File: src/rtl/hcf_pkg.sv
package hcf_pkg;

    localparam int PHASES    = 3;
    localparam int HALL_BITS = 3;
    localparam int PH_IDX_W  = $clog2(PHASES);

    typedef logic [PHASES-1:0]    phase_vec_t;
    typedef logic [HALL_BITS-1:0] hall_code_t;
    typedef logic [PH_IDX_W-1:0]  phase_idx_t;

    // One commutation step: which phase sources and which phase sinks.
    typedef struct packed {
        logic       valid;
        phase_idx_t src_ph;
        phase_idx_t snk_ph;
    } step_t;

    typedef struct packed {
        phase_vec_t hi;
        phase_vec_t lo;
    } gate_t;

    typedef enum logic [2:0] {
        DRV_RUN,
        DRV_BRAKE,
        DRV_COAST,
        DRV_STORED
    } drive_mode_t;

    localparam phase_idx_t PH_A = phase_idx_t'(0);
    localparam phase_idx_t PH_B = phase_idx_t'(1);
    localparam phase_idx_t PH_C = phase_idx_t'(2);

    function automatic phase_vec_t ph_bit(input phase_idx_t p);
        return phase_vec_t'(1) << p;
    endfunction

    function automatic step_t mk_step(input phase_idx_t s, input phase_idx_t k);
        step_t r;
        r.valid  = 1'b1;
        r.src_ph = s;
        r.snk_ph = k;
        return r;
    endfunction

    // Forward rotation table; reverse is the same pair with roles swapped.
    function automatic step_t fwd_step(input hall_code_t code);
        step_t r;
        r = '0;
        case (code)
            3'b101:  r = mk_step(PH_A, PH_C);
            3'b100:  r = mk_step(PH_B, PH_C);
            3'b110:  r = mk_step(PH_B, PH_A);
            3'b010:  r = mk_step(PH_C, PH_A);
            3'b011:  r = mk_step(PH_C, PH_B);
            3'b001:  r = mk_step(PH_A, PH_B);
            default: r = '0;
        endcase
        return r;
    endfunction

endpackage

File: src/rtl/hcf_sync.sv
module hcf_sync #(
    parameter int WIDTH  = 3,
    parameter int STAGES = 2
) (
    input  logic             clk,
    input  logic             rst,
    input  logic [WIDTH-1:0] d_in,
    output logic [WIDTH-1:0] d_out
);

    logic [WIDTH-1:0] stage_q [STAGES];

    generate
        for (genvar s = 0; s < STAGES; s++) begin : g_stage
            if (s == 0) begin : g_first
                always_ff @(posedge clk) begin
                    if (rst) stage_q[s] <= '0;
                    else     stage_q[s] <= d_in;
                end
            end else begin : g_next
                always_ff @(posedge clk) begin
                    if (rst) stage_q[s] <= '0;
                    else     stage_q[s] <= stage_q[s-1];
                end
            end
        end
    endgenerate

    assign d_out = stage_q[STAGES-1];

endmodule

File: src/rtl/hcf_step_decode.sv
module hcf_step_decode
    import hcf_pkg::*;
(
    input  hall_code_t code,
    input  logic       dir_fwd,
    output step_t      step
);

    step_t base;

    always_comb begin
        base = fwd_step(code);
        step = base;
        if (!dir_fwd) begin
            step.src_ph = base.snk_ph;
            step.snk_ph = base.src_ph;
        end
    end

endmodule

File: src/rtl/hcf_fault_unit.sv
module hcf_fault_unit
    import hcf_pkg::*;
(
    input  logic       clk,
    input  logic       rst,
    input  logic       illegal,
    input  logic       uv_flag,
    input  logic       ot_flag,
    input  phase_vec_t ds_high,
    input  phase_vec_t gate_hi_q,
    input  logic       step_change,
    input  logic       disable_in,
    input  logic       sel_in,
    output logic       short_now,
    output logic       sel_eff,
    output logic       fault_q
);

    logic dis_q;
    logic sel_q;
    logic short_q;
    logic dis_rise;
    logic dis_edge;
    logic short_set;
    logic short_clr;

    always_comb begin
        dis_rise  = disable_in & ~dis_q;
        dis_edge  = disable_in ^ dis_q;
        short_set = |(ds_high & gate_hi_q);
        short_clr = step_change | dis_edge;
        short_now = short_clr ? 1'b0 : (short_q | short_set);
        sel_eff   = dis_rise ? sel_in : sel_q;
    end

    always_ff @(posedge clk) begin
        if (rst) begin
            dis_q   <= 1'b0;
            sel_q   <= 1'b0;
            short_q <= 1'b0;
            fault_q <= 1'b0;
        end else begin
            dis_q   <= disable_in;
            sel_q   <= sel_eff;
            short_q <= short_now;
            fault_q <= illegal | uv_flag | ot_flag | short_now;
        end
    end

endmodule

File: src/rtl/hcf_gate_mux.sv
module hcf_gate_mux
    import hcf_pkg::*;
(
    input  step_t  step,
    input  logic   pwm_on,
    input  logic   decay_slow,
    input  logic   brake_req,
    input  logic   disable_in,
    input  logic   uv_flag,
    input  logic   ot_flag,
    input  logic   short_now,
    input  logic   sel_eff,
    output gate_t  gate_nxt
);

    drive_mode_t mode;
    phase_vec_t  src_m;
    phase_vec_t  snk_m;

    always_comb begin
        if (disable_in)       mode = DRV_STORED;
        else if (ot_flag)     mode = DRV_COAST;
        else if (uv_flag)     mode = DRV_STORED;
        else if (!step.valid) mode = DRV_COAST;
        else if (brake_req)   mode = DRV_BRAKE;
        else                  mode = DRV_RUN;
    end

    always_comb begin
        src_m    = ph_bit(step.src_ph);
        snk_m    = ph_bit(step.snk_ph);
        gate_nxt = '0;
        case (mode)
            DRV_STORED: gate_nxt.lo = {PHASES{sel_eff}};
            DRV_BRAKE:  gate_nxt.lo = '1;
            DRV_RUN: begin
                if (pwm_on) begin
                    gate_nxt.hi = src_m;
                    gate_nxt.lo = snk_m;
                end else begin
                    gate_nxt.lo = src_m | (decay_slow ? snk_m : '0);
                end
                if (short_now) gate_nxt.hi = '0;
            end
            default:    gate_nxt = '0;
        endcase
    end

endmodule

File: src/rtl/hall_commutator.sv
module hall_commutator
    import hcf_pkg::*;
#(
    parameter int SYNC_STAGES = 2
) (
    input  logic       clk,
    input  logic       rst,
    input  logic [2:0] hall_in,
    input  logic       dir_fwd,
    input  logic       pwm_on,
    input  logic       decay_slow,
    input  logic       brake_req,
    input  logic       stop_brake_sel,
    input  logic       disable_in,
    input  logic       uv_flag,
    input  logic       ot_flag,
    input  logic [2:0] ds_high,
    output logic [2:0] gate_hi,
    output logic [2:0] gate_lo,
    output logic       fault
);

    hall_code_t hall_s;
    hall_code_t hall_prev;
    step_t      step;
    gate_t      gate_nxt;
    gate_t      gate_q;
    logic       step_change;
    logic       short_now;
    logic       sel_eff;
    logic       fault_q;

    hcf_sync #(
        .WIDTH  (HALL_BITS),
        .STAGES (SYNC_STAGES)
    ) u_sync (
        .clk   (clk),
        .rst   (rst),
        .d_in  (hall_in),
        .d_out (hall_s)
    );

    hcf_step_decode u_decode (
        .code    (hall_s),
        .dir_fwd (dir_fwd),
        .step    (step)
    );

    always_ff @(posedge clk) begin
        if (rst) hall_prev <= '0;
        else     hall_prev <= hall_s;
    end

    assign step_change = (hall_s != hall_prev);

    hcf_fault_unit u_fault (
        .clk         (clk),
        .rst         (rst),
        .illegal     (~step.valid),
        .uv_flag     (uv_flag),
        .ot_flag     (ot_flag),
        .ds_high     (ds_high),
        .gate_hi_q   (gate_q.hi),
        .step_change (step_change),
        .disable_in  (disable_in),
        .sel_in      (stop_brake_sel),
        .short_now   (short_now),
        .sel_eff     (sel_eff),
        .fault_q     (fault_q)
    );

    hcf_gate_mux u_mux (
        .step       (step),
        .pwm_on     (pwm_on),
        .decay_slow (decay_slow),
        .brake_req  (brake_req),
        .disable_in (disable_in),
        .uv_flag    (uv_flag),
        .ot_flag    (ot_flag),
        .short_now  (short_now),
        .sel_eff    (sel_eff),
        .gate_nxt   (gate_nxt)
    );

    always_ff @(posedge clk) begin
        if (rst) gate_q <= '0;
        else     gate_q <= gate_nxt;
    end

    assign gate_hi = gate_q.hi;
    assign gate_lo = gate_q.lo;
    assign fault   = fault_q;

    AST_NO_SHOOT_THROUGH: assert property (@(posedge clk) disable iff (rst)
        (gate_hi & gate_lo) == 3'b000);

    AST_SINGLE_HIGH: assert property (@(posedge clk) disable iff (rst)
        $countones(gate_hi) <= 1);

    AST_DISABLE_HIGHS_OFF: assert property (@(posedge clk) disable iff (rst)
        disable_in |=> gate_hi == 3'b000);

    AST_OT_COAST: assert property (@(posedge clk) disable iff (rst)
        (ot_flag && !disable_in) |=> (gate_hi == 3'b000 && gate_lo == 3'b000 && fault));

    AST_ILLEGAL_FAULT: assert property (@(posedge clk) disable iff (rst)
        !step.valid |=> fault);

    AST_BRAKE_ALL_LOW: assert property (@(posedge clk) disable iff (rst)
        (brake_req && !disable_in && !ot_flag && !uv_flag && step.valid)
        |=> (gate_lo == 3'b111 && gate_hi == 3'b000));

    AST_SHORT_HIGH_OFF: assert property (@(posedge clk) disable iff (rst)
        ((|(ds_high & gate_hi)) && !step_change) |=> gate_hi == 3'b000);

endmodule

File: config.mk
export PLATFORM = sky130hd
export DESIGN_NAME = hall_commutator
export DESIGN_NICKNAME = d
export VERILOG_FILES = /design/src/rtl/hcf_pkg.sv /design/src/rtl/hcf_sync.sv /design/src/rtl/hcf_step_decode.sv /design/src/rtl/hcf_fault_unit.sv /design/src/rtl/hcf_gate_mux.sv /design/src/rtl/hall_commutator.sv
export SDC_FILE = /design/constraint.sdc
export NUM_CORES = 1
export LEC_CHECK = 0
export ABC_AREA = 1
export BUFFER_PORTS_ARGS = -buffer_cell sky130_fd_sc_hd__buf_2
export CAP_MARGIN = 20
export CELL_PAD_IN_SITES_DETAIL_PLACEMENT = 1
export CELL_PAD_IN_SITES_GLOBAL_PLACEMENT = 2
export CORE_AREA = 2 2 62 64
export DETAILED_ROUTE_END_ITERATION = 7
export DIE_AREA = 0 0 64 66
export MAX_ROUTING_LAYER = met4
export PLACE_DENSITY_LB_ADDON = 0.1
export SYNTH_ARGS = -nofsm -noshare
export SYNTH_HDL_FRONTEND = slang
export SYNTH_SLANG_ARGS = --single-unit
export TNS_END_PERCENT = 30
File: constraint.sdc
create_clock -name clk -period 1.2 [get_ports clk]
set_clock_uncertainty 0.05 [all_clocks]
set_input_delay 0.24 -clock clk [delete_from_list [all_inputs] [get_ports clk]]
set_output_delay 0.24 -clock clk [all_outputs]
set_load 0.005 [all_outputs]
### Yosys cells after proc, flatten, opt, wreduce, memory -nomap -nowiden

Memories as Yosys holds them, arrays and structs flattened.
Index checks and enable logic that the tools add are counted.
Widths: inputs -> output; s select.

* memories kept: 1
* word-level logic and storage cells: 54
* input port bits: 16
* flip-flop bits (word level): 13
* RAM bits: 6

* reductions and logical operators: 3
* shifts and indexed selects: 2
* eq/ne operators: 9
* muxes and demuxes: 17
* bitwise operators: 15

Memory list
* u_sync.stage_q: depth 2, width 3, read ports 2, clocked after Yosys merged registers in 0, wr ports 2, line hcf_sync.sv:11 `logic [WIDTH-1:0] stage_q [STAGES];`

Operators with widths (count)
* $pmux 5 s6: 1
* $mux 3: 8
* $eq 3x2->1 const B: 3
* $eq 3x3->1 const B: 3
* $pmux 3 s3: 1
* $or 1x1->1: 7
* $eq 3x1->1 const B: 2
* $mux 1: 6
* $shl 1x2->3 const A: 2
* $mux 4: 1
* $not 1->1: 4
* $reduce_or 4->1: 1
* $and 3x3->3: 1
* $logic_not 3->1: 1
* $ne 3x3->1: 1
* $or 3x3->3: 1
* $reduce_or 3->1: 1
* $and 1x1->1: 1
* $xor 1x1->1: 1

### Logic depth before layout (Yosys ltp)

Gate-level depths: netlist of the first run.
An unclocked memory read counts as a cell.

* depth in word-level cells: 10
* mapped depth: 9

### Cells and area by module

From an unflattened synthesis of the first run, not the netlist that was laid out.

* cell total of the unflattened synthesis: 154
* area total of the unflattened synthesis: 980.9 um^2

By module, submodules not included
* hall_commutator: cells an instance 39, sequential area each 180.2 um^2, area an instance 306.5 um^2, instances 1
* hcf_fault_unit: cells an instance 32, sequential area each 80.1 um^2, area an instance 222.7 um^2, instances 1
* hcf_gate_mux: cells an instance 44, sequential area each 0.0 um^2, area an instance 198.9 um^2, instances 1
* hcf_sync: cells an instance 18, sequential area each 120.1 um^2, area an instance 165.2 um^2, instances 1
* hcf_step_decode: cells an instance 21, sequential area each 0.0 um^2, area an instance 87.6 um^2, instances 1

### Worst setup path before layout of the first run

No wires, ideal clock.

* path type: register to register
* from: memory u_sync.stage_q[1][2]
* to: register gate_q (netlist bit gate_lo[0])
* stages on the path, launching flop included: 10
* setup slack: 0.031 ns
* data arrival time: 0.989 ns
* period minus slack after synthesis: 1.169 ns
* library setup time: 0.130 ns
* data required time: 1.020 ns
* path buffers: 0
* cells stage by stage: dfxtp_1 -> inv_2 -> nand2_4 -> nand3_4 -> nand2_2 -> nand2_2 -> nand2_1 -> nand2_1 -> nand2_1 -> a21oi_1

RTL lines
* start: declaration: line hcf_sync.sv:11
* end signal: assignment: line hall_commutator.sv:87 `else gate_q <= gate_nxt;`
* end: declaration: line hall_commutator.sv:27 `gate_t gate_q;`

==> qor.yml, run 1 <==
global_routing:
  grt_overflow: 0
  number_of_antenna_violations_at_the_first_check_in_global_routing: 0
  grtUsageTotal: 0.1107
  grt_pass1_wl_um: 3484
  largest_net_degree_at_the_start_of_global_routing: 12
  first_global_vias: 871
power:
  power_density_over_cell_area_mw_per_mm2: 1029
  leakagePower_nw: 0.5765
  max-vdd-ir-drop_mv: 0.3637
cells_and_area:
  num_antenna_cells: 0
  fillerInstances: 448
  area_growth_syn_to_layout_pct: 38.20
  post_route_cells_drive_above_1_share: 0.4324
  final_nets: 166
  finish.utilization: 0.3302
worst_setup_path:
  end_kind: "register"
  worst_path_class_setup: "register to register"
  cp_data_arrival_time_ps: 1410
  crit_chain: "nand3_1, nand3_2, nand2_2, buf_6, nand3_2, nand2_1, nand2_1, a21oi_1"
  worstPathMaxFanout: 5
  start_kind: "register"
  required_ps: 1390
  critPathSlowestCell: "sky130_fd_sc_hd__dfxtp_4"
  cpPeakStageDelay_ps: 390
floorplan:
  die_h_um: 66
  fp.dieW_um: 64
  io_pins: 23
  fp-row-count: 22
  initial_utilization: 0.2389
  design.core.area_mm2: 0.003551
  floorplan.die_area_mm2: 0.004224
drt:
  detail-route-antenna-nets: 0
  drt_wl_total_um: 2101
  dr.pass1.iters: 3
  routed_via_density: 4.133
  wl_per_cell_um: 10.72
  num_vias: 810
  detailedRoute.firstIterationViolations: 19
  post_route_drc_violation_count: 0
timing:
  worst-slew-pin-transition_ps: 204.0
  setup_repair_after_global_routing_missed_its_margin: "yes"
  setup_viol: 4
  maxClockFrequency_mhz: 814.9
  finalCritPeriodShare: 1.023
  slew_headroom: 0.8601
  report.final.hold_viol_count: 0
  timing.setup.tns_ps: -98.91
  fin_crit_ps: 1227
  setup_ws_ps: -27.20
  maxSlewViolCount: 0
logic_synthesis:
  post_synth.cell_area_avg_um2: 7.507
  synth_top_area_cell: "sky130_fd_sc_hd__dfxtp_1"
  synth_cells: 113
  yosysWarnings: 0
  netlist_area_um2: 848.3
  synth.yosys.seq_area_share: 0.4484
  synth_top_area_frac: 0.4484
  total_nets_after_synthesis: 130
  postSynthRegisterBits: 19
  synth.area.top_cells: "sky130_fd_sc_hd__dfxtp_1, sky130_fd_sc_hd__nand2_1, sky130_fd_sc_hd__nor2_1"
  distinct_cell_type_count_after_synthesis: 21
status:
  violated_checks: "setup timing"
  status: "finished, violations left"
clocking:
  total_clock_buffers_created_by_cts: 3
  post_cts_hold_buffer_count: 0
  h-tree-depth: 1
  clkLatencyLatePin_ps: 290
  cts_max_path_buffers: 2
  clock_slew_seen_by_the_registers_of_the_worst_setup_and_hold_paths_ps: 110
  tritoncts: "done"
  cts.sinks: 19
  clock_tree.root_cell: "sky130_fd_sc_hd__clkbuf_4"
flow_run:
  drv.max_cap_violation_count: 0
min_path:
  hp-class: "primary input to register"
placed_design:
  post-dp-hpwl_um: 1679
  io_buffer_count: 22
  gp_congestion: 0.8092
[cells in the mapped netlist]
cell                       count
sky130_fd_sc_hd__xnor2_1       1
sky130_fd_sc_hd__or2_2         1
sky130_fd_sc_hd__ha_1          1
sky130_fd_sc_hd__a21oi_2       1
sky130_fd_sc_hd__nand2_2       4
sky130_fd_sc_hd__nand4_2       1
sky130_fd_sc_hd__inv_1        13
sky130_fd_sc_hd__a21oi_1       4
sky130_fd_sc_hd__nand3_4       1
sky130_fd_sc_hd__nand3_1      10
sky130_fd_sc_hd__nand2_1      26
sky130_fd_sc_hd__o21ai_0       1
sky130_fd_sc_hd__mux2i_1       1
sky130_fd_sc_hd__nor2_1       18
sky130_fd_sc_hd__inv_2         3
sky130_fd_sc_hd__nand3_2       3
sky130_fd_sc_hd__dfxtp_1      19
sky130_fd_sc_hd__nor2_4        1
sky130_fd_sc_hd__o22ai_1       1
sky130_fd_sc_hd__nand2_4       1
sky130_fd_sc_hd__clkbuf_1      2
[sequential cells by signal, indices dropped and copies added, names as in the netlist]
| signal | cells |
|---|---|
| u_fault.short_q | 1 |
| hall_prev | 3 |
| u_fault.fault_q | 1 |
| u_sync.stage_q | 6 |
| gate_lo | 3 |
| u_fault.sel_q | 1 |
| u_fault.dis_q | 1 |
| gate_hi | 3 |
[kinds of logic after synthesis]
kind of cell,Yosys count,synth area share
AND/OR/NAND/NOR,66,0.3879
flip-flops,19,0.4484
buffers and inverters,18,0.07965
AO/OA/AOI/OAI,7,0.04720
XOR/XNOR,1,0.01033
multiplexers,1,0.01180
adder cells (fa/ha/maj),1,0.01475
[per-layer routing]
| metal | up-vias | wire (µm) | track usage |
|---|---|---|---|
| met4 | 0 | 44 | 0.06793 |
| met1 | 371 | 835 | 0.1103 |
| met3 | 4 | 82 | 0.02215 |
| met5 | - | 0 | - |
| li1 | 419 | - | - |
| met2 | 16 | 1139 | 0.1992 |
[worst paths after layout]
path	start	endpoint	slack (ps)	cells after the start
max	u_sync.stage_q[1][2]	gate_lo[0]	-30	8
min	hall_in[1]	u_sync.stage_q[0][1]	90	3
max reg2reg	u_sync.stage_q[1][2]	gate_lo[0]	-30	8
min reg2reg	u_sync.stage_q[0][2]	u_sync.stage_q[1][2]	360	2
[timing repair]
action	4_1_cts	5_1_grt
pin swaps	0	8
cloned	0	0
endpoints found under the setup margin	7	8
resized for setup	4	16
setup buffers	0	0
[worst max-delay path: cells and delay by family (launching register included)]
| family | cells | cell delay [ps] |
|---|---|---|
| AOI/OAI and AO/OA | 1 | 130 |
| buffers and inverters | 1 | 100 |
| DFF | 1 | 390 |
| and+or+nand+nor | 6 | 500 |
[layout make-up]
class | instances | area (µm²) | share of cell area
Clock buffer | 4 | 26.28 | 0.02241
Inverter | 16 | 65.06 | 0.05550
Multi-Input combinational cell | 76 | 430.4 | 0.3671
Sequential cell | 19 | 390.4 | 0.3330
Tap cell | 48 | 60.06 | 0.05123
Timing Repair Buffer | 33 | 200.2 | 0.1708
[cells in the final DEF, fill, tap and decap left out, types with 3 or more instances in the layout]
master,n
sky130_fd_sc_hd__buf_4,9
sky130_fd_sc_hd__nand2_2,6
sky130_fd_sc_hd__dfxtp_1,15
sky130_fd_sc_hd__nand3_1,7
sky130_fd_sc_hd__a21oi_1,4
sky130_fd_sc_hd__clkbuf_4,3
sky130_fd_sc_hd__inv_1,12
sky130_fd_sc_hd__buf_2,22
sky130_fd_sc_hd__nand3_2,6
sky130_fd_sc_hd__nor2_1,17
sky130_fd_sc_hd__nand2_1,23
[power by group]
| group | leakage [nW] | switching (mW) | total, mW | internal (mW) |
|---|---|---|---|---|
| logic | 0.404 | 0.113 | 0.211 | 0.0984 |
| clock network | 0.0150 | 0.201 | 0.330 | 0.129 |
| registers | 0.158 | 0.0120 | 0.665 | 0.653 |
[per-stage QoR]
step / std cells / instance area, µm² / setup slack, ps / hold WS (ps) / power [mW]
finish: 196 / 1172 / -27.20 / 85.63 / 1.206
global route: 196 / 1172 / -146.7 / 80.12 / 1.300
CTS: 196 / 1124 / -75.46 / 71.23 / 1.222
detailed placement: 192 / 1094 / -87.60 / 353.8 / 0.8775
global placement: 192 / 1094 / -93.04 / 341.0 / 0.8747
floorplan: 113 / 848.3 / 30.72 / 297.0 / 0.7875
Power figures use the tool's default switching activity.
==> run 2, diff against run 1 <==
--- a/config.mk
+++ b/config.mk
@@ -10,11 +10,13 @@
 export CAP_MARGIN = 20
 export CELL_PAD_IN_SITES_DETAIL_PLACEMENT = 1
 export CELL_PAD_IN_SITES_GLOBAL_PLACEMENT = 2
-export CORE_AREA = 2 2 62 64
+export CORE_AREA = 2 2 60 62
 export DETAILED_ROUTE_END_ITERATION = 7
-export DIE_AREA = 0 0 64 66
+export DIE_AREA = 0 0 62 64
 export MAX_ROUTING_LAYER = met4
 export PLACE_DENSITY_LB_ADDON = 0.1
+export SKIP_LAST_GASP = 1
+export SLEW_MARGIN = 0
 export SYNTH_ARGS = -nofsm -noshare
 export SYNTH_HDL_FRONTEND = slang
 export SYNTH_SLANG_ARGS = --single-unit
==> constraint.sdc (replaced) <==
create_clock -name clk -period 1.3 [get_ports clk]
set_clock_uncertainty 0.05 [all_clocks]
set_input_delay 0.26 -clock clk [delete_from_list [all_inputs] [get_ports clk]]
set_output_delay 0.26 -clock clk [all_outputs]
set_load 0.005 [all_outputs]
==> qor.yml, run 2 (synthesis gave the netlist of run 1 again) <==
status:
  status: "finished, final reports clean"  # was finished, violations left
floorplan:
  fp-row-count: 21  # was 22
  die_h_um: 64  # was 66 µm
  initial_utilization: 0.2583  # was 0.2389
  floorplan.die_area_mm2: 0.003968  # was 0.004224 mm²
  io_pins: 23  # unchanged
  fp.dieW_um: 62  # was 64 µm
  design.core.area_mm2: 0.003284  # was 0.003551 mm²
clocking:
  post_cts_hold_buffer_count: 0  # unchanged
  clock_tree.root_cell: "sky130_fd_sc_hd__clkbuf_4"  # unchanged
  cts_max_path_buffers: 2  # unchanged
  h-tree-depth: 1  # unchanged
  cts.sinks: 19  # unchanged
  total_clock_buffers_created_by_cts: 3  # unchanged
  tritoncts: "done"  # unchanged
  cts_post_setup_buffers_inserted: 0  # unchanged
  clkLatencyLatePin_ps: 290  # about the same
  clock_slew_seen_by_the_registers_of_the_worst_setup_and_hold_paths_ps: 100  # was 110 ps
worst_setup_path:
  cp_data_arrival_time_ps: 1380  # was 1410 ps
  rr_endpoint: "gate_hi[0]"  # was gate_lo[0]
  worstSetupStartpoint: "u_fault.dis_q"  # was u_sync.stage_q[1][2]
  flop_to_flop_setup_slack_ps: 60  # was -30 ps
  rr_worst_depth: 7  # was 8
  worst_path_class_setup: "register to register"  # unchanged
  worstPathMaxFanout: 3  # was 5
  crit_path_end: "gate_hi[0]"  # was gate_lo[0]
  rr_startpoint: "u_fault.dis_q"  # was u_sync.stage_q[1][2]
  start_kind: "register"  # unchanged
  required_ps: 1440  # was 1390 ps
  end_kind: "register"  # unchanged
global_routing:
  number_of_antenna_violations_at_the_first_check_in_global_routing: 0  # unchanged
  grt_pass1_wl_um: 3229  # was 3484 µm
  first_global_vias: 753  # was 871
  largest_net_degree_at_the_start_of_global_routing: 18  # was 12
  grt_overflow: 0  # unchanged
  grtUsageTotal: 0.1149  # was 0.1107
cells_and_area:
  area_growth_syn_to_layout_pct: 29.79  # was 38.20%
  fillerInstances: 434  # was 448
  finish.utilization: 0.3352  # was 0.3302
  num_antenna_cells: 0  # unchanged
  largest_reg_flops: 6  # unchanged
  largest-register: "u_sync.stage_q"  # unchanged
  layout_common_cells: "sky130_fd_sc_hd__nand2_1, sky130_fd_sc_hd__buf_2, sky130_fd_sc_hd__nor2_1, sky130_fd_sc_hd__dfxtp_1, sky130_fd_sc_hd__inv_1"  # unchanged
  final_nets: 157  # was 166
  final_cells: 185  # was 196
  layout_commonest_cell: "sky130_fd_sc_hd__nand2_1"  # unchanged
  post_route_cells_drive_above_1_share: 0.3813  # was 0.4324
flow_run:
  drv.max_cap_violation_count: 0  # unchanged
drt:
  dr.pass1.iters: 4  # was 3
  detailedRoute.firstIterationViolations: 22  # was 19
  post_route_drc_violation_count: 0  # unchanged
  detail-route-antenna-nets: 0  # unchanged
  routed_via_density: 4.076  # was 4.133
  wl_per_cell_um: 10.57  # was 10.72 µm
  drt_wl_total_um: 1956  # was 2101 µm
  num_vias: 754  # was 810
timing:
  setup_repair_after_global_routing_missed_its_margin: "yes"  # unchanged
  maxSlewViolCount: 0  # unchanged
  fin_crit_ps: 1240  # was 1227 ps
  report.final.hold_viol_count: 0  # unchanged
  slew_headroom: 0.7657  # was 0.8601
  setup_viol: 0  # was 4
  maxClockFrequency_mhz: 806.6  # was 814.9 MHz
  finalCritPeriodShare: 0.9536  # was 1.023
  worst-slew-pin-transition_ps: 351.4  # was 204.0 ps
  hold_ws_ps: 117.4  # was 85.63 ps
  timing.setup.tns_ps: 0  # was -98.91 ps
placed_design:
  dpl.cell_count: 181  # was 192
  gp_congestion: 0.7324  # was 0.8092
  post-dp-hpwl_um: 1575  # was 1679 µm
  io_buffer_count: 22  # unchanged
min_path:
  hp-class: "primary input to register"  # unchanged
power:
  power_total_mw: 1.071  # was 1.206 mW
  max-vdd-ir-drop_mv: 0.2479  # was 0.3637 mV
  power_density_over_cell_area_mw_per_mm2: 972.4  # was 1029 mW/mm²
  leakagePower_nw: 0.5309  # was 0.5765 nW
run 2: how the worst min path moves through the flow:
stage	startpoint	endpoint	cells past startpoint
detailed placement	u_sync.stage_q[0][1]	u_sync.stage_q[1][1]	2
finish	hall_in[2]	u_sync.stage_q[0][2]	3
floorplan	hall_in[0]	u_sync.stage_q[0][0]	2
global route	hall_in[2]	u_sync.stage_q[0][2]	3
global placement	u_sync.stage_q[0][0]	u_sync.stage_q[1][0]	2
CTS	hall_in[0]	u_sync.stage_q[0][0]	3
run 2: power by group:
group	internal, mW	total (mW)	switching, mW
registers	0.602	0.613	0.0108
logic	0.0700	0.168	0.0984
clock network	0.119	0.289	0.170
run 2: layout make-up:
type                            instances  area, µm²  area share
Sequential cell                        19      390.4      0.3545
Timing Repair Buffer                   24      125.1      0.1136
Multi-Input combinational cell         76      439.2      0.3989
Clock buffer                            4      26.28     0.02386
Inverter                               16      62.56     0.05682
Tap cell                               46      57.56     0.05227
run 2: layer usage:
layer  GRT usage  share of wire  up-vias
li1            -              -      402
met1      0.1597           0.47      337
met2      0.1589           0.48       13
met3     0.03036          0.038        2
met4     0.03989          0.011        0
met5           -              0        -
run 2: critical path, stage by stage, from the launching register on:
cell	delay, ps
sky130_fd_sc_hd__dfxtp_2	330
sky130_fd_sc_hd__inv_1	30
sky130_fd_sc_hd__ha_1	250
sky130_fd_sc_hd__nand2_1	50
sky130_fd_sc_hd__nor2_2	120
sky130_fd_sc_hd__nand4_4	120
sky130_fd_sc_hd__nand3_4	140
sky130_fd_sc_hd__nor2_1	40
run 2: what timing repair did:
item	in CTS	in global routing
setup endpoints to repair	6	7
gates resized for setup	3	14
pin swaps	0	7
run 2: through the flow:
stage               cell area, µm²  worst slack (ps)
CTS                           1054             8.214
global route                  1101            -39.04
finish                        1101             60.30
floorplan                    848.3             130.7
detailed placement            1023            -26.32
global placement              1023            -34.97
